`config.mk`:
```
export PLATFORM = sky130hd
export DESIGN_NAME = core_pwr_seq
export DESIGN_NICKNAME = d
export VERILOG_FILES = /design/src/rtl/core_pwr_seq.sv
export SDC_FILE = /design/constraint.sdc
export NUM_CORES = 1
export LEC_CHECK = 0
export ABC_AREA = 0
export BUFFER_PORTS_ARGS = -buffer_cell sky130_fd_sc_hd__buf_2
export CORE_AREA = 2 2 101 103
export CTS_BUF_LIST = sky130_fd_sc_hd__clkbuf_4 sky130_fd_sc_hd__clkbuf_8 sky130_fd_sc_hd__clkbuf_16
export CTS_CLUSTER_SIZE = 24
export DETAILED_ROUTE_END_ITERATION = 8
export DIE_AREA = 0 0 103 105
export REMOVE_ABC_BUFFERS = 1
export SETUP_SLACK_MARGIN = 0.4
export SYNTH_ARGS = -nofsm -noshare
export SYNTH_HDL_FRONTEND = slang
export SYNTH_SLANG_ARGS = --single-unit
```
`constraint.sdc`:
```
create_clock -name clk -period 4.95 [get_ports clk]
set_clock_uncertainty 0.15 [all_clocks]
set_input_delay 0.2475 -clock clk [delete_from_list [all_inputs] [get_ports clk]]
set_output_delay 0.2475 -clock clk [all_outputs]
set_load 0.02 [all_outputs]
```
`src/rtl/core_pwr_seq.sv`:
```
module core_pwr_seq #(
  parameter int NCORE  = 4,
  parameter int NCLUST = 2,
  parameter int SETTLE = 4,
  localparam int NC = NCORE * NCLUST,
  localparam int CW = $clog2(NCORE) + 1,
  localparam int KW = $clog2(NCLUST) + 1
) (
  input  logic          clk,
  input  logic          rst_n,
  input  logic          req_valid,
  input  logic          req_up,
  input  logic [CW-1:0] req_core,
  input  logic [KW-1:0] req_clus,
  input  logic [NCLUST-1:0] big_core,
  output logic          sw_req,
  output logic          sw_on,
  input  logic          sw_done,
  output logic          busy,
  output logic          done,
  output logic          err,
  output logic [NC-1:0] por_n,
  output logic [NC-1:0] dbg_n,
  output logic [NC-1:0] trc_n,
  output logic [NC-1:0] core_n,
  output logic [NC-1:0] neon_n,
  output logic [NC-1:0] l1rd,
  output logic [NC-1:0] pgate
);
  localparam int IW = (NC > 1) ? $clog2(NC) : 1;
  localparam int KI = (NCLUST > 1) ? $clog2(NCLUST) : 1;
  localparam int TW = $clog2(SETTLE) + 1;

  typedef enum logic [3:0] {
    S_IDLE, S_POR, S_L1, S_ARST, S_SW, S_GATE, S_PREL, S_DGATE, S_DSW
  } st_t;

  st_t           st;
  logic [TW-1:0] cnt;
  logic [IW-1:0] tgt;
  logic          big;

  wire bad = (req_core >= CW'(NCORE)) || (req_clus >= KW'(NCLUST));
  wire [IW-1:0] idx_w = IW'(32'(req_clus) * NCORE + 32'(req_core));
  wire big_w   = big_core[req_clus[KI-1:0]];
  wire settled = (cnt == TW'(SETTLE - 1));

  assign busy = (st != S_IDLE);

  always_ff @(posedge clk or negedge rst_n) begin
    if (!rst_n) begin
      st     <= S_IDLE;
      cnt    <= '0;
      tgt    <= '0;
      big    <= 1'b0;
      por_n  <= '0;
      dbg_n  <= '0;
      trc_n  <= '0;
      core_n <= '0;
      neon_n <= '0;
      l1rd   <= '1;
      pgate  <= '1;
      sw_req <= 1'b0;
      sw_on  <= 1'b0;
      done   <= 1'b0;
      err    <= 1'b0;
    end else begin
      done <= 1'b0;
      err  <= 1'b0;
      cnt  <= cnt + 1'b1;
      case (st)
        S_IDLE: begin
          cnt <= '0;
          if (req_valid) begin
            if (bad) err <= 1'b1;
            else begin
              tgt <= idx_w;
              big <= big_w;
              if (req_up) begin
                por_n[idx_w] <= 1'b0;
                st <= S_POR;
              end else begin
                pgate[idx_w] <= 1'b1;
                st <= S_DGATE;
              end
            end
          end
        end
        S_POR: if (settled) begin
          cnt <= '0;
          if (!big) begin
            l1rd[tgt] <= 1'b0;
            st <= S_L1;
          end else begin
            dbg_n[tgt] <= 1'b0;
            st <= S_ARST;
          end
        end
        S_L1: if (settled) begin
          cnt <= '0;
          dbg_n[tgt] <= 1'b0;
          trc_n[tgt] <= 1'b0;
          st <= S_ARST;
        end
        S_ARST: if (settled) begin
          cnt <= '0;
          sw_req <= 1'b1;
          sw_on  <= 1'b1;
          st <= S_SW;
        end
        S_SW: if (sw_done) begin
          cnt <= '0;
          sw_req <= 1'b0;
          pgate[tgt] <= 1'b0;
          st <= S_GATE;
        end
        S_GATE: if (settled) begin
          cnt <= '0;
          por_n[tgt] <= 1'b1;
          st <= S_PREL;
        end
        S_PREL: if (settled) begin
          cnt <= '0;
          dbg_n[tgt]  <= 1'b1;
          core_n[tgt] <= 1'b1;
          neon_n[tgt] <= 1'b1;
          if (!big) trc_n[tgt] <= 1'b1;
          done <= 1'b1;
          st <= S_IDLE;
        end
        S_DGATE: if (settled) begin
          cnt <= '0;
          sw_req <= 1'b1;
          sw_on  <= 1'b0;
          st <= S_DSW;
        end
        S_DSW: if (sw_done) begin
          cnt <= '0;
          sw_req <= 1'b0;
          done <= 1'b1;
          st <= S_IDLE;
        end
        default: st <= S_IDLE;
      endcase
    end
  end


  gate_release_chk: assert property (@(posedge clk) disable iff (!rst_n)
    (($past(pgate) & ~pgate) != '0) |-> ($past(sw_done) && $past(sw_req) && $past(sw_on)));


  por_release_chk: assert property (@(posedge clk) disable iff (!rst_n)
    ((~$past(por_n) & por_n & pgate) == '0));


  sw_up_chk: assert property (@(posedge clk) disable iff (!rst_n)
    ($rose(sw_req) && sw_on) |-> (!por_n[tgt] && !dbg_n[tgt] && pgate[tgt]));


  sw_down_chk: assert property (@(posedge clk) disable iff (!rst_n)
    ($rose(sw_req) && !sw_on) |-> pgate[tgt]);


  err_idle_chk: assert property (@(posedge clk) disable iff (!rst_n)
    err |-> (!busy && !done));


  done_pulse_chk: assert property (@(posedge clk) disable iff (!rst_n)
    done |=> !done);
endmodule

```
==> results.txt <==
Final-stage net count - 373
Root Buffer Master - clkbuf_8
Fill count - 972
RSZ-0062 raised after global routing - false
Comb power frac - 39.6%
Synth Instances - 293
Ant. Diodes - 0
Final slew viol count - 0
Hold Vio Cnt, Final - 0
Largest net degree at the start of global routing - 72
Sw Share - 42.0%
Max Freq - 389 MHz
Req. time, crit path - 5.07 ns
Synthesized area per cell - 11.3 um^2
DRC marker count from the first detailed-route iteration - 212
Gr usage total - 16.4%
# H-tree levels - 3
Maximum vdd drop - 224 uV
Primary FF master, synth - dfrtp_1
Rows - 36
Antenna violations before repair - 0
Core region area - 0.00964 mm^2
PwrDens - 575 mW/mm^2
Yosys cell types - 61
HPWL after DPL - 5880 um
Placer Congestion - 0.892
Warnings from Yosys - 0
Worst-case clock buffer depth - 2
Switching power - 0.953 mW
Post-synth top area share - 41.5%
Area Growth Syn to Fin - 19.0%
CP startpoint kind - register
Asr flop ratio synth - 100%
# port buffers - 72
Worst-Skew Late Latency - 0.36 ns
Initial DRT Pass Iterations - 4
Worst Path Arrival - 2.68 ns
Status - completed
Layout cells sized above 1 - 35.6%
Drt drc - 0
Final ANT Viol Nets - 0
# IOs - 73
Total CTS buffers - 9
Type of element capturing the critical path - register
Seq/Total Area, Yosys - 54.2%
Number of global-route vias before repair - 2620
Clock power frac - 20.5%
Setup TNS - 0 ns
CTS tree - built
Clock slew at reported path FFs - 0.09 ns
Area occupied by multi-input gates - 0.00136 mm^2
Mapped Area - 0.00331 mm^2
Die extent in x - 103 um
Fin area - 0.00394 mm^2
Post-cts sizing count - 0
Yosys top cell by area - dfrtp_1
Gr ovfl total - 0
Vias per Instance - 5.28
Area contributors post-synth - dfrtp_1 (42%), dfstp_2 (13%), o21bai_1 (3.6%)
FF+latch area - 0.00180 mm^2
Final core utilization - 40.9%
First-pass GRT wire length - 13600 um
Commonest cells post-synth - dfrtp_1 (55), o21ai_0 (19), dfstp_2 (16), o21bai_1 (16), nand3_1 (15)
Post-CTS setup buffers - 0
# clock sinks - 71
Cts hold-fix bufs - 1
Synth Register Bits - 71
Dpl cell area - 0.00374 mm^2
Die height - 105 um
Fin crit period - 2.57 ns
DR WL/cell - 17.3 um
Maxcap violations - 0
Most frequent cell after synthesis - dfrtp_1
Worst-path fanout max - 17
Die area - 0.0108 mm^2
Initial cell density of the core - 34.4%
Hold WS - 0.0898 ns
Vias - 2615
Slew HR - 34.5%
Leak - 1.83 nW
WL final - 8540 um
Slew @ Worst Pin - 0.975 ns
Tcrit/Tclk final - 51.9%
Crit Path Class - reg -> reg
Flop pwr share - 39.8%
Post-synth EDFFs - 0
Final setup viols - 0
Pint - 1.32 mW
Worst hold path type - in -> reg
## power groups by stage
| stage | sequential, mW | clock [mW] | combinational (mW) |
|---|---|---|---|
| floorplan | 1.01 | 0 | 0.487 |
| global placement | 0.910 | 0 | 0.881 |
| detailed placement | 0.911 | 0 | 0.897 |
| CTS | 0.903 | 0.478 | 0.900 |
| global route | 0.929 | 0.502 | 0.985 |
| finish | 0.903 | 0.466 | 0.899 |
## final cells by class
| type | count | area share, % |
|---|---|---|
| Clock inverter | 4 | 1.21 |
| Timing Repair Buffer | 74 | 9.58 |
| Tap cell | 133 | 4.22 |
| Inverter | 12 | 1.14 |
| Multi-Input combinational cell | 189 | 34.6 |
| Sequential cell | 71 | 45.6 |
| Clock buffer | 12 | 3.71 |
## final timing paths
check                            start                         end  slack, ns  cells past startpoint
min                        req_clus[1]                         err       0.09                      3
max in group asynchronous        rst_n  asynchronous set/reset pin       3.54                      3
max                              st[2]                   core_n[3]       2.38                      4
max reg2reg                      st[2]                   core_n[3]       2.38                      4
min reg2reg                     cnt[0]                      cnt[0]       0.29                      1
min in group asynchronous        rst_n                   core_n[3]       0.49                      3
## per-stage QoR
stage	worst slack, ns	total power, mW	cells
6_report	2.38	2.27	495
3_5_place_dp	2.40	1.81	478
5_1_grt	2.19	2.42	495
4_1_cts	2.36	2.28	495
3_3_place_gp	2.51	1.79	478
2_1_floorplan	2.75	1.50	272
## cells by family after synthesis
logic type,count (synthesis),share of synthesized area [%]
muxes,12,4.00
xor gates and xnor gates,1,0.264
and+or+nand+nor,75,14.0
adders and majority gates,5,1.81
AOI/OAI and AO/OA,96,21.0
DFF,71,54.2
buffers and inverters,33,4.68
## worst max-delay path, stage by stage (launching register included)
cell and delay, ns:
dfrtp_1 0.71, nand2b_1 0.50, nor2_4 0.36, nand2_1 0.45, o21bai_1 0.29
## cells in the final DEF, fill, tap and decap left out, drive strengths merged, types with 6 or more instances in the layout
cell     Yosys  final
buf         10     73
dfrtp       55     55
o21ai       21     21
o21bai      16     16
dfstp       16     16
nand3       15     15
nor2        15     15
inv         12     12
clkbuf      11     12
mux2        10     10
nand2        9      9
o41ai        9      9
a21oi        9      9
o21a         8      8
o2bb2ai      6      6
a31oi        6      6
## routing by layer
layer | share of wire (%) | routed length [um] | GRT usage [%]
met1 | 43 | 3690 | 21.6
met2 | 47 | 4000 | 24.8
met4 | 2.4 | 203 | 7.52
met3 | 7.6 | 645 | 4.82
met5 | 0 | 0 | 0
Power figures use the tool's default switching activity.
